**config.mk**
```make
export PLATFORM = sky130hd
export DESIGN_NAME = bank_window_dma
export DESIGN_NICKNAME = d
export VERILOG_FILES = /design/src/rtl/bwd_pkg.sv /design/src/rtl/bwd_addr_gen.sv /design/src/rtl/bwd_seq.sv /design/src/rtl/bank_window_dma.sv
export SDC_FILE = /design/constraint.sdc
export NUM_CORES = 1
export LEC_CHECK = 0
export ABC_AREA = 1
export BUFFER_PORTS_ARGS = -buffer_cell sky130_fd_sc_hd__clkbuf_2
export CAP_MARGIN = 10
export CELL_PAD_IN_SITES_DETAIL_PLACEMENT = 1
export CELL_PAD_IN_SITES_GLOBAL_PLACEMENT = 2
export CORE_MARGIN = 8
export CORE_UTILIZATION = 35
export CTS_CLUSTER_SIZE = 24
export DETAILED_ROUTE_END_ITERATION = 10
export PLACE_DENSITY = 0.92
export SLEW_MARGIN = 0
export SYNTH_ARGS = -nofsm -noshare
export SYNTH_HDL_FRONTEND = slang
export SYNTH_SLANG_ARGS = --single-unit
```
**constraint.sdc**
```tcl
create_clock -name clk -period 4.55 [get_ports clk]
set_clock_uncertainty 0.1 [all_clocks]
set_input_delay 0.91 -clock clk [delete_from_list [all_inputs] [get_ports clk]]
set_output_delay 0.91 -clock clk [all_outputs]
set_load 0.01 [all_outputs]
```
**src/rtl/bwd_pkg.sv**
```systemverilog
package bwd_pkg;

    typedef enum logic [2:0] {
        ST_IDLE,
        ST_WAIT_SYNC,
        ST_GRAB,
        ST_READ_BANK,
        ST_WRITE_BANK,
        ST_XFER,
        ST_RESTORE,
        ST_RELEASE
    } bwd_state_e;

    function automatic logic is_bus_state(input bwd_state_e s);
        return (s == ST_READ_BANK) || (s == ST_WRITE_BANK) ||
               (s == ST_XFER)      || (s == ST_RESTORE);
    endfunction

endpackage

```
**src/rtl/bwd_addr_gen.sv**
```systemverilog
module bwd_addr_gen
    import bwd_pkg::*;
#(
    parameter int ADDR_W   = 16,
    parameter int DATA_W   = 8,
    parameter int WIN_AW   = 13,
    parameter int LEN_W    = 14,
    parameter logic [ADDR_W-1:0] WIN_BASE  = 16'hA000,
    parameter logic [ADDR_W-1:0] BANK_ADDR = 16'h0000
) (
    input  logic               clk,
    input  logic               rst_n,
    input  bwd_state_e         state,
    input  logic               ph2,
    input  logic               to_host,
    input  logic [WIN_AW-1:0]  offset,
    input  logic [LEN_W-1:0]   idx,
    input  logic [DATA_W-1:0]  bank,
    input  logic [DATA_W-1:0]  saved,
    input  logic [DATA_W-1:0]  wdata,
    output logic [ADDR_W-1:0]  bus_addr,
    output logic [DATA_W-1:0]  bus_dout,
    output logic               bus_rw_n
);

    logic [WIN_AW-1:0] win_off;
    logic              wr_cycle;

    // offset wraps inside the window
    assign win_off = offset + idx[WIN_AW-1:0];

    always_comb begin
        bus_addr = BANK_ADDR;
        bus_dout = wdata;
        wr_cycle = 1'b0;
        case (state)
            ST_WRITE_BANK: begin
                bus_dout = bank;
                wr_cycle = 1'b1;
            end
            ST_RESTORE: begin
                bus_dout = saved;
                wr_cycle = 1'b1;
            end
            ST_XFER: begin
                bus_addr = WIN_BASE + ADDR_W'(win_off);
                wr_cycle = to_host;
            end
            default: ;
        endcase
    end

    // R/W goes low only in the second phase of a write
    assign bus_rw_n = !(wr_cycle && ph2);

    a_r7_addr_held: assert property (@(posedge clk) disable iff (!rst_n)
        ph2 |-> $stable(bus_addr) && $past(bus_rw_n) && !$past(ph2));

    a_r7_ph2_in_bus_state: assert property (@(posedge clk) disable iff (!rst_n)
        ph2 |-> is_bus_state(state));

endmodule

```
**src/rtl/bwd_seq.sv**
```systemverilog
module bwd_seq
    import bwd_pkg::*;
#(
    parameter int DATA_W    = 8,
    parameter int WIN_AW    = 13,
    parameter int LEN_W     = 14,
    parameter int GRAB_CLKS = 2
) (
    input  logic               clk,
    input  logic               rst_n,
    input  logic               start,
    input  logic [DATA_W-1:0]  req_bank,
    input  logic [WIN_AW-1:0]  req_offset,
    input  logic [LEN_W-1:0]   req_len,
    input  logic               req_to_host,
    input  logic               cpu_sync,
    input  logic               host_go,
    input  logic               host_isr_busy,
    input  logic [DATA_W-1:0]  bus_din,
    input  logic               in_valid,
    input  logic [DATA_W-1:0]  in_data,
    input  logic               out_ready,
    output bwd_state_e         state,
    output logic               ph2,
    output logic               to_host,
    output logic [WIN_AW-1:0]  offset,
    output logic [LEN_W-1:0]   idx,
    output logic [DATA_W-1:0]  bank,
    output logic [DATA_W-1:0]  saved,
    output logic [DATA_W-1:0]  wdata,
    output logic               in_ready,
    output logic               out_valid,
    output logic [DATA_W-1:0]  out_data,
    output logic               cpu_run,
    output logic               bus_oe,
    output logic               done
);

    localparam int GRAB_W = (GRAB_CLKS > 1) ? $clog2(GRAB_CLKS) : 1;
    localparam logic [GRAB_W-1:0] GRAB_LAST = GRAB_W'(GRAB_CLKS - 1);

    typedef struct packed {
        bwd_state_e        state;
        logic              ph2;
        logic [GRAB_W-1:0] grab;
        logic [DATA_W-1:0] bank;
        logic [DATA_W-1:0] saved;
        logic [WIN_AW-1:0] off;
        logic [LEN_W-1:0]  len;
        logic [LEN_W-1:0]  idx;
        logic              dir;
        logic [DATA_W-1:0] wdata;
        logic [DATA_W-1:0] rd;
        logic              out_valid;
        logic              run;
        logic              oe;
        logic              done;
    } seq_t;

    seq_t r_q, r_d;

    logic permit;
    assign permit = cpu_sync && host_go && !host_isr_busy;

    always_comb begin
        r_d      = r_q;
        r_d.done = 1'b0;
        if (r_q.out_valid && out_ready) begin
            r_d.out_valid = 1'b0;
        end
        case (r_q.state)
            ST_IDLE: begin
                if (start) begin
                    r_d.bank  = req_bank;
                    r_d.off   = req_offset;
                    r_d.len   = req_len;
                    r_d.dir   = req_to_host;
                    r_d.state = ST_WAIT_SYNC;
                end
            end
            ST_WAIT_SYNC: begin
                if (permit) begin
                    r_d.run   = 1'b0;
                    r_d.grab  = '0;
                    r_d.state = ST_GRAB;
                end
            end
            ST_GRAB: begin
                if (r_q.grab == GRAB_LAST) begin
                    r_d.oe    = 1'b1;
                    r_d.ph2   = 1'b0;
                    r_d.state = ST_READ_BANK;
                end else begin
                    r_d.grab = r_q.grab + 1'b1;
                end
            end
            ST_READ_BANK: begin
                if (!r_q.ph2) begin
                    r_d.ph2 = 1'b1;
                end else begin
                    r_d.ph2   = 1'b0;
                    r_d.saved = bus_din;
                    r_d.state = ST_WRITE_BANK;
                end
            end
            ST_WRITE_BANK: begin
                if (!r_q.ph2) begin
                    r_d.ph2 = 1'b1;
                end else begin
                    r_d.ph2   = 1'b0;
                    r_d.idx   = '0;
                    r_d.state = (r_q.len == '0) ? ST_RESTORE : ST_XFER;
                end
            end
            ST_XFER: begin
                if (!r_q.ph2) begin
                    if (r_q.dir) begin
                        if (in_valid) begin
                            r_d.wdata = in_data;
                            r_d.ph2   = 1'b1;
                        end
                    end else if (!r_q.out_valid) begin
                        r_d.ph2 = 1'b1;
                    end
                end else begin
                    r_d.ph2 = 1'b0;
                    if (!r_q.dir) begin
                        r_d.rd        = bus_din;
                        r_d.out_valid = 1'b1;
                    end
                    r_d.idx = r_q.idx + 1'b1;
                    if (r_q.idx == r_q.len - LEN_W'(1)) begin
                        r_d.state = ST_RESTORE;
                    end
                end
            end
            ST_RESTORE: begin
                if (!r_q.ph2) begin
                    if (!r_q.out_valid) begin
                        r_d.ph2 = 1'b1;
                    end
                end else begin
                    r_d.ph2   = 1'b0;
                    r_d.oe    = 1'b0;
                    r_d.state = ST_RELEASE;
                end
            end
            ST_RELEASE: begin
                r_d.run   = 1'b1;
                r_d.done  = 1'b1;
                r_d.state = ST_IDLE;
            end
            default: r_d.state = ST_IDLE;
        endcase
    end

    always_ff @(posedge clk or negedge rst_n) begin
        if (!rst_n) begin
            r_q       <= '0;
            r_q.state <= ST_IDLE;
            r_q.run   <= 1'b1;
        end else begin
            r_q <= r_d;
        end
    end

    assign state     = r_q.state;
    assign ph2       = r_q.ph2;
    assign to_host   = r_q.dir;
    assign offset    = r_q.off;
    assign idx       = r_q.idx;
    assign bank      = r_q.bank;
    assign saved     = r_q.saved;
    assign wdata     = r_q.wdata;
    assign out_valid = r_q.out_valid;
    assign out_data  = r_q.rd;
    assign cpu_run   = r_q.run;
    assign bus_oe    = r_q.oe;
    assign done      = r_q.done;
    assign in_ready  = (r_q.state == ST_XFER) && r_q.dir && !r_q.ph2;

    a_r2_halt_on_permit: assert property (@(posedge clk) disable iff (!rst_n)
        $fell(cpu_run) |-> $past(cpu_sync && host_go && !host_isr_busy));

    a_r3_no_drive_while_running: assert property (@(posedge clk) disable iff (!rst_n)
        bus_oe |-> !cpu_run);

    a_r3_release_before_run: assert property (@(posedge clk) disable iff (!rst_n)
        $rose(cpu_run) |-> !bus_oe && $past(!bus_oe));

    a_r9_out_hold: assert property (@(posedge clk) disable iff (!rst_n)
        out_valid && !out_ready |=> out_valid && $stable(out_data));

    a_r10_done_after_restore: assert property (@(posedge clk) disable iff (!rst_n)
        done |-> cpu_run && !bus_oe && $past(state == ST_RELEASE));

    a_r1_ph2_needs_bus: assert property (@(posedge clk) disable iff (!rst_n)
        ph2 |-> bus_oe);

endmodule

```
**src/rtl/bank_window_dma.sv**
```systemverilog
module bank_window_dma
    import bwd_pkg::*;
#(
    parameter int ADDR_W    = 16,
    parameter int DATA_W    = 8,
    parameter int WIN_AW    = 13,
    parameter int LEN_W     = 14,
    parameter int GRAB_CLKS = 2,
    parameter logic [ADDR_W-1:0] WIN_BASE  = 16'hA000,
    parameter logic [ADDR_W-1:0] BANK_ADDR = 16'h0000
) (
    input  logic              clk,
    input  logic              rst_n,
    input  logic              start,
    input  logic [DATA_W-1:0] req_bank,
    input  logic [WIN_AW-1:0] req_offset,
    input  logic [LEN_W-1:0]  req_len,
    input  logic              req_to_host,
    input  logic              cpu_sync,
    input  logic              host_go,
    input  logic              host_isr_busy,
    output logic              cpu_run,
    output logic              bus_oe,
    output logic [ADDR_W-1:0] bus_addr,
    output logic [DATA_W-1:0] bus_dout,
    input  logic [DATA_W-1:0] bus_din,
    output logic              bus_rw_n,
    output logic              bus_ph2,
    input  logic              in_valid,
    input  logic [DATA_W-1:0] in_data,
    output logic              in_ready,
    output logic              out_valid,
    output logic [DATA_W-1:0] out_data,
    input  logic              out_ready,
    output logic              done
);

    bwd_state_e        st;
    logic              ph2;
    logic              to_host;
    logic [WIN_AW-1:0] offset;
    logic [LEN_W-1:0]  idx;
    logic [DATA_W-1:0] bank;
    logic [DATA_W-1:0] saved;
    logic [DATA_W-1:0] wdata;

    bwd_seq #(
        .DATA_W(DATA_W), .WIN_AW(WIN_AW), .LEN_W(LEN_W), .GRAB_CLKS(GRAB_CLKS)
    ) u_seq (
        .clk(clk), .rst_n(rst_n), .start(start),
        .req_bank(req_bank), .req_offset(req_offset), .req_len(req_len),
        .req_to_host(req_to_host), .cpu_sync(cpu_sync), .host_go(host_go),
        .host_isr_busy(host_isr_busy), .bus_din(bus_din),
        .in_valid(in_valid), .in_data(in_data), .out_ready(out_ready),
        .state(st), .ph2(ph2), .to_host(to_host), .offset(offset), .idx(idx),
        .bank(bank), .saved(saved), .wdata(wdata), .in_ready(in_ready),
        .out_valid(out_valid), .out_data(out_data), .cpu_run(cpu_run),
        .bus_oe(bus_oe), .done(done)
    );

    bwd_addr_gen #(
        .ADDR_W(ADDR_W), .DATA_W(DATA_W), .WIN_AW(WIN_AW), .LEN_W(LEN_W),
        .WIN_BASE(WIN_BASE), .BANK_ADDR(BANK_ADDR)
    ) u_addr (
        .clk(clk), .rst_n(rst_n), .state(st), .ph2(ph2), .to_host(to_host),
        .offset(offset), .idx(idx), .bank(bank), .saved(saved), .wdata(wdata),
        .bus_addr(bus_addr), .bus_dout(bus_dout), .bus_rw_n(bus_rw_n)
    );

    assign bus_ph2 = ph2;

endmodule

```
==> flow_summary.yaml, run 1 <==
layout:
  fin_nets: 738
  stdcell_count: 845
  seq_area_sq_um: 2080
  multi_input_area_sq_um: 2380
  area_delta_synth_final_pct: 18.0
  n_antenna_cell: 0
  final_cell_mix: "nand2_1 (109), clkbuf_2 (96), dfrtp_1 (82)"
  fillCellCount: 1697
  drive_above_1_share_pct: 25.4
  final_common_cell: "nand2_1"
cts:
  cts_tree: "yes"
  clk_root_buffer_cell: "clkbuf_16"
  clock-sinks: 83
  htree_levels: 3
  clockBufferDepth: 2
  hold_buffers: 0
  cts.clk_slew.worst_paths_ns: 0.06
  worstSkewPairLatency_ns: 0.35
  cts_setup_buffers: 0
  cts_buffers: 9
  post_cts_resized: 0
worst_setup_path:
  crit_fanout: 5
  crit_chain: "ha_1 > fa_1 > nand3_1 > nand3_1 > a31oi_1 > o21ai_0 > inv_1 > o21bai_1 > nand2_1 > nand2_1 > nor2_1 > clkbuf_2"
  crit_family: "adder cells"
  cp.depth: 12
  cp_num_buf_inv: 2
  cp_slowest_cell: "dfrtp_1"
  end_kind: "primary output"
  worstPathRequired_ns: 3.54
  r2r_cells: 8
  cp.arrival_ns: 2.60
  startpoint_type: "register"
  cpPeakStageDelay_ns: 0.43
  critPathKind: "reg -> out"
power_and_ir_drop:
  p_sw_mw: 1.37
  switching_share_pct: 40.8
  power_leakage_nw: 2.81
  p_per_area_nw_per_um2: 587
  p_total_mw: 3.36
  vdd_drop_max_uv: 279
  p_int_mw: 1.99
  comb_power_share_pct: 40.9
  pwr-share-seq_pct: 38.9
  power_frac_clock_pct: 20.2
flow_run:
  maxCapViolations: 0
detailed_routing:
  num_vias: 4235
  firstDrtPassIters: 4
  first_iter_violations: 175
  drtAntennaViolNets: 0
  drt-vias-per-instance: 5.01
  drc: 0
  drt-total-wl_um: 14300
  routedWlPerCell_um: 16.9
logic_synthesis:
  synth_top_family_by_area: "simple AND/OR/NAND/NOR gates"
  synthDistinctLibCells: 41
  synth_compound_area_share_pct: 11.5
  syn_area_sq_um: 4840
  synth_edf_count: 0
  synthSimpleGateAreaFrac_pct: 21.3
  synth-seq-cells: 83
  syn_nets: 649
  synthAdderAreaFrac_pct: 4.29
  synthTopCellsByArea: "dfrtp_1 (42%), mux2_2 (8.6%), nand2_1 (8.4%), inv_1 (4.9%), nor2_1 (4.3%)"
  synth_xor_area_share_pct: 3.07
  synth_top_area_cell: "dfrtp_1"
  yosysSeqAreaShare_pct: 42.9
  synth_top_area_share_pct: 42.4
  async_flop_share_pct: 100
  yosys_most_used_dff: "dfrtp_1"
  synth.area.mux_share_pct: 8.84
  synth_warnings: 0
  syn_inst: 573
  syn_avg_cell_area_sq_um: 8.45
placement:
  dp.final_hpwl_um: 11100
  place_ws_ns: 1.30
  placed_cells_incl_taps: 831
  gp_congestion: 0.817
  numPortBuffers: 97
floorplanning:
  core_area_sq_um: 13700
  ios: 99
  die_y_um: 134
  start_util_pct: 35.3
  fp-row-count: 43
  die_w_um: 134
  die_area_sq_um: 17900
sta:
  hold_violations: 0
  tightest_slew_ns: 0.773
  slew_viol_final: 0
  fin_ws_ns: 0.938
  rsz0062_at_grt: "no"
  fin_crit_ns: 3.61
  slew_headroom_pct: 48.5
  min_period_over_period_pct: 79.4
  setup_viol: 0
  fin_tns_setup_ns: 0
  max_freq_mhz: 277
  holdWs_ns: 0.391
worst_hold_path:
  hold_depth: 2
  hold_path.class: "reg -> reg"
outcome:
  status: "finished clean"
grt:
  grtUsageTotal_pct: 17.0
  antenna_found_initial: 0
  grt_overflow: 0
  grt_pass1_vias: 4840
  grt_max_degree: 57
  grt_pass1_wl_um: 24400
-- area by class of cell --
type | count | share of cell area (%)
Multi-Input combinational cell | 400 | 41.7
Timing Repair Buffer | 99 | 8.80
Clock buffer | 10 | 4.18
Sequential cell | 83 | 36.4
Tap cell | 180 | 3.94
Clock inverter | 4 | 0.482
Inverter | 69 | 4.58
-- through the flow --
stage	utilization [%]	instance area (sq um)
4_1_cts	41.7	5720
5_1_grt	41.7	5720
3_5_place_dp	39.7	5450
6_report	41.7	5720
2_1_floorplan	-	4840
3_3_place_gp	39.7	5450
-- kinds of logic after synthesis --
logic type               Yosys count
XOR/XNOR                          17
AND/OR/NAND/NOR                  230
buffers and inverters             90
adder cells (fa/ha/maj)           16
flip-flops                        83
other                              1
AO/OA/AOI/OAI                     98
multiplexers                      38
-- final timing paths --
path                                                 start                           to  slack, ns
worst max-delay path              u_seq.idx[0]$_DFFE_PN0P_                 bus_addr[10]       0.94
worst min-delay path             u_seq.cpu_run$_DFFE_PN1P_    u_seq.cpu_run$_DFFE_PN1P_       0.39
worst min register to register   u_seq.cpu_run$_DFFE_PN1P_    u_seq.cpu_run$_DFFE_PN1P_       0.39
max in group asynchronous                            rst_n    u_seq.out_valid$_DFF_PN0_       2.91
min in group asynchronous                            rst_n  u_seq.offset[7]$_DFFE_PN0P_       0.52
worst max register to register  u_seq.state[2]$_DFFE_PN0P_     u_seq.idx[1]$_DFFE_PN0P_       1.78
-- registers in the layout, summed over array words and instances (netlist names) --
signal and count:
u_seq.r_q 15, u_seq.idx 14, u_seq.offset 13, u_seq.bank 8, u_seq.out_data 8, u_seq.saved 8
u_seq.wdata 8, u_seq.state 3, u_seq.bus_oe 1, u_seq.cpu_run 1, u_seq.done 1, u_seq.out_valid 1
u_seq.ph2 1, u_seq.to_host 1
-- worst register-to-register path, stage by stage (launching register included) --
cell	delay, ns
dfrtp_1	0.65
inv_2	0.19
nor3_4	0.50
inv_2	0.25
nand2_1	0.11
inv_1	0.07
nor2_2	0.46
inv_1	0.13
a22o_1	0.20
-- power by group through the flow --
stage                     combinational [mW]  clock, mW  sequential, mW
after floorplan                         1.03          0            1.22
after global placement                  1.33          0            1.30
after detailed placement                1.38          0            1.32
after CTS                               1.40      0.708            1.31
after global routing                    1.55      0.730            1.35
final                                   1.37      0.679            1.31
-- Yosys cell counts (all sizes together) (7+ instances only) --
cell    number
o211ai       8
mux2        38
ha          15
nor2        62
buf         16
nand4        7
a21oi       34
inv         69
nand2      109
dfrtp       82
nor3         7
o21ai       38
xor2        12
nand3       41
-- layer usage --
layer,GRT usage [%],up-vias,wire (um)
li1,-,2074,-
met1,19.6,2059,6100
met2,29.4,89,7250
met3,5.69,13,816
met4,4.24,0,144
met5,0,-,0
No activity file was read; power rests on OpenSTA's default activity.
==> run 2: changes to the inputs <==
Settings changed: CORE_UTILIZATION 35 to 29, PLACE_DENSITY 0.92 to 0.83.
Clock period 4.55 ns to 3.2 ns, I/O delays scaled along.
==> run 2 against run 1 <==
Effect of this change: sequential power rose by 40%; sequential share of layout area down 1.6 points; via count grew 1.9%; final cell count is 6.2% higher; die area is 18% higher; count of clock-buffer cells in the layout unchanged; worst hold slack worse by 0.23 ns; clock power is 72% higher; critical path type unchanged.
==> flow_summary.yaml, run 2 (synthesized netlist as in run 1, its figures left out) <==
sta:
  fin_ws_ns: 0.159
  min_period_over_period_pct: 95.0
  slew_headroom_pct: 63.8
  max_freq_mhz: 329
  setup_viol: 0
  tightest_slew_ns: 0.542
  hold_violations: 0
  fin_crit_ns: 3.04
  slew_viol_final: 0
floorplanning:
  core_area_sq_um: 16500
  die_area_sq_um: 21100
  die_w_um: 145
  ios: 99
  die_y_um: 145
  fp-row-count: 47
  start_util_pct: 29.4
worst_hold_path:
  hold_path.class: "in -> async"
power_and_ir_drop:
  p_sw_mw: 2.02
  p_per_area_nw_per_um2: 850
  switching_share_pct: 39.7
  comb_power_share_pct: 40.9
  power_frac_clock_pct: 22.9
  vdd_drop_max_uv: 396
  pwr-share-seq_pct: 36.1
  power_leakage_nw: 2.91
  p_int_mw: 3.06
grt:
  antenna_found_initial: 0
  grt_pass1_wl_um: 25500
  grt_max_degree: 41
  grt_pass1_vias: 5014
  grt_overflow: 0
  grtUsageTotal_pct: 14.9
layout:
  drive_above_1_share_pct: 28.1
  seq_area_sq_um: 2080
  fin_nets: 748
  final_cell_mix: "nand2_1 (109), clkbuf_2 (96), dfrtp_1 (82)"
  multi_input_area_sq_um: 2440
  largest_reg_flops: 15
  area_delta_synth_final_pct: 23.5
  finish.instance_area_sq_um: 5980
  fillCellCount: 1996
  n_antenna_cell: 0
  regMostFlops: "u_seq.r_q"
  final_common_cell: "nand2_1"
worst_setup_path:
  critPathKind: "reg -> out"
  end_kind: "primary output"
  cp.arrival_ns: 2.30
  crit_fanout: 4
  startpoint_type: "register"
  worstPathRequired_ns: 2.46
outcome:
  status: "finished clean"
placement:
  numPortBuffers: 97
  placed_area_sq_um: 5560
  gp_congestion: 0.825
  place_ws_ns: 0.219
  dp.final_hpwl_um: 12000
detailed_routing:
  firstDrtPassIters: 4
  num_vias: 4317
  drt-vias-per-instance: 4.81
  drt-total-wl_um: 15100
  first_iter_violations: 133
  drc: 0
  drtAntennaViolNets: 0
  routedWlPerCell_um: 16.8
cts:
  clk_root_buffer_cell: "clkbuf_16"
  htree_levels: 3
  cts.clk_slew.worst_paths_ns: 0.06
  clockBufferDepth: 2
  worstSkewPairLatency_ns: 0.35
  clock-sinks: 83
  cts_buffers: 9
  hold_buffers: 0
  cts_tree: "yes"
flow_run:
  maxCapViolations: 0
==> run 2: layout make-up <==
type / instances / area share [%]
multi-input combinational: 400 / 40.8
timing repair buffer: 109 / 9.87
tap: 220 / 4.60
clock inverter: 6 / 1.57
sequential: 83 / 34.7
inverter: 69 / 4.37
clock buffer: 10 / 4.00
==> run 2: worst paths after layout <==
check / start / end / slack [ns] / depth (start not counted)
max: u_seq.idx[0]$_DFFE_PN0P_ / bus_addr[10] / 0.16 / 12
min: rst_n / u_seq.offset[7]$_DFFE_PN0P_ / 0.16 / 1
max reg2reg: u_seq.r_q[35]$_DFFE_PN0P_ / u_seq.state[1]$_DFFE_PN0P_ / 0.81 / 15
min reg2reg: u_seq.out_data[5]$_DFFE_PN0P_ / u_seq.out_data[5]$_DFFE_PN0P_ / 0.39 / 1
max in group asynchronous: rst_n / u_seq.saved[7]$_DFFE_PN0P_ / 2.06 / 2
min in group clk: u_seq.out_data[5]$_DFFE_PN0P_ / u_seq.out_data[5]$_DFFE_PN0P_ / 0.39 / 1
==> run 2: per-stage QoR <==
step	power [mW]	std cells	util, %	setup TNS [ns]	hold WS [ns]
finish	5.08	897	36.3	0	0.165
global placement	3.79	877	33.7	0	0.371
floorplan	3.21	573	-	0	0.244
CTS	5.11	895	35.9	0	0.202
detailed placement	3.90	877	33.7	0	0.379
global route	5.53	897	36.3	-0.0229	0.220
==> run 2: layer usage <==
layer / share of wire, % / up-vias / GRT usage, % / routed length (um)
met3: 5.3 / 21 / 5.04 / 797
met2: 51 / 88 / 26.2 / 7720
met4: 2.0 / 0 / 4.53 / 299
li1: - / 2090 / - / -
met5: 0 / - / 0 / 0
met1: 41 / 2118 / 16.7 / 6260
==> run 2: critical path: stages, from the launching register on <==
cell and delay [ns]:
dfrtp_1 0.39, ha_2 0.19, fa_2 0.35, nand3_1 0.09, nand3_2 0.12, a31oi_4 0.24
o21ai_2 0.09, inv_1 0.06, o21bai_1 0.07, nand2_1 0.07, nand2_1 0.05, nor2_1 0.09
clkbuf_2 0.14
==> run 2: power groups by stage <==
stage          Sequential (mW)  Clock, mW  Combinational [mW]
2_1_floorplan             1.74          0                1.47
3_3_place_gp              1.82          0                1.97
3_5_place_dp              1.85          0                2.05
4_1_cts                   1.84       1.20                2.08
5_1_grt                   1.90       1.25                2.37
6_report                  1.84       1.17                2.08
==> run 2: repair_timing <==
item | in CTS | in global routing
pin swaps | 1 | 0
buffers inserted | 2 | 2
endpoints found under the hold margin | 0 | 0
endpoints found under the setup margin | 2 | 4
gates resized for setup | 4 | 10
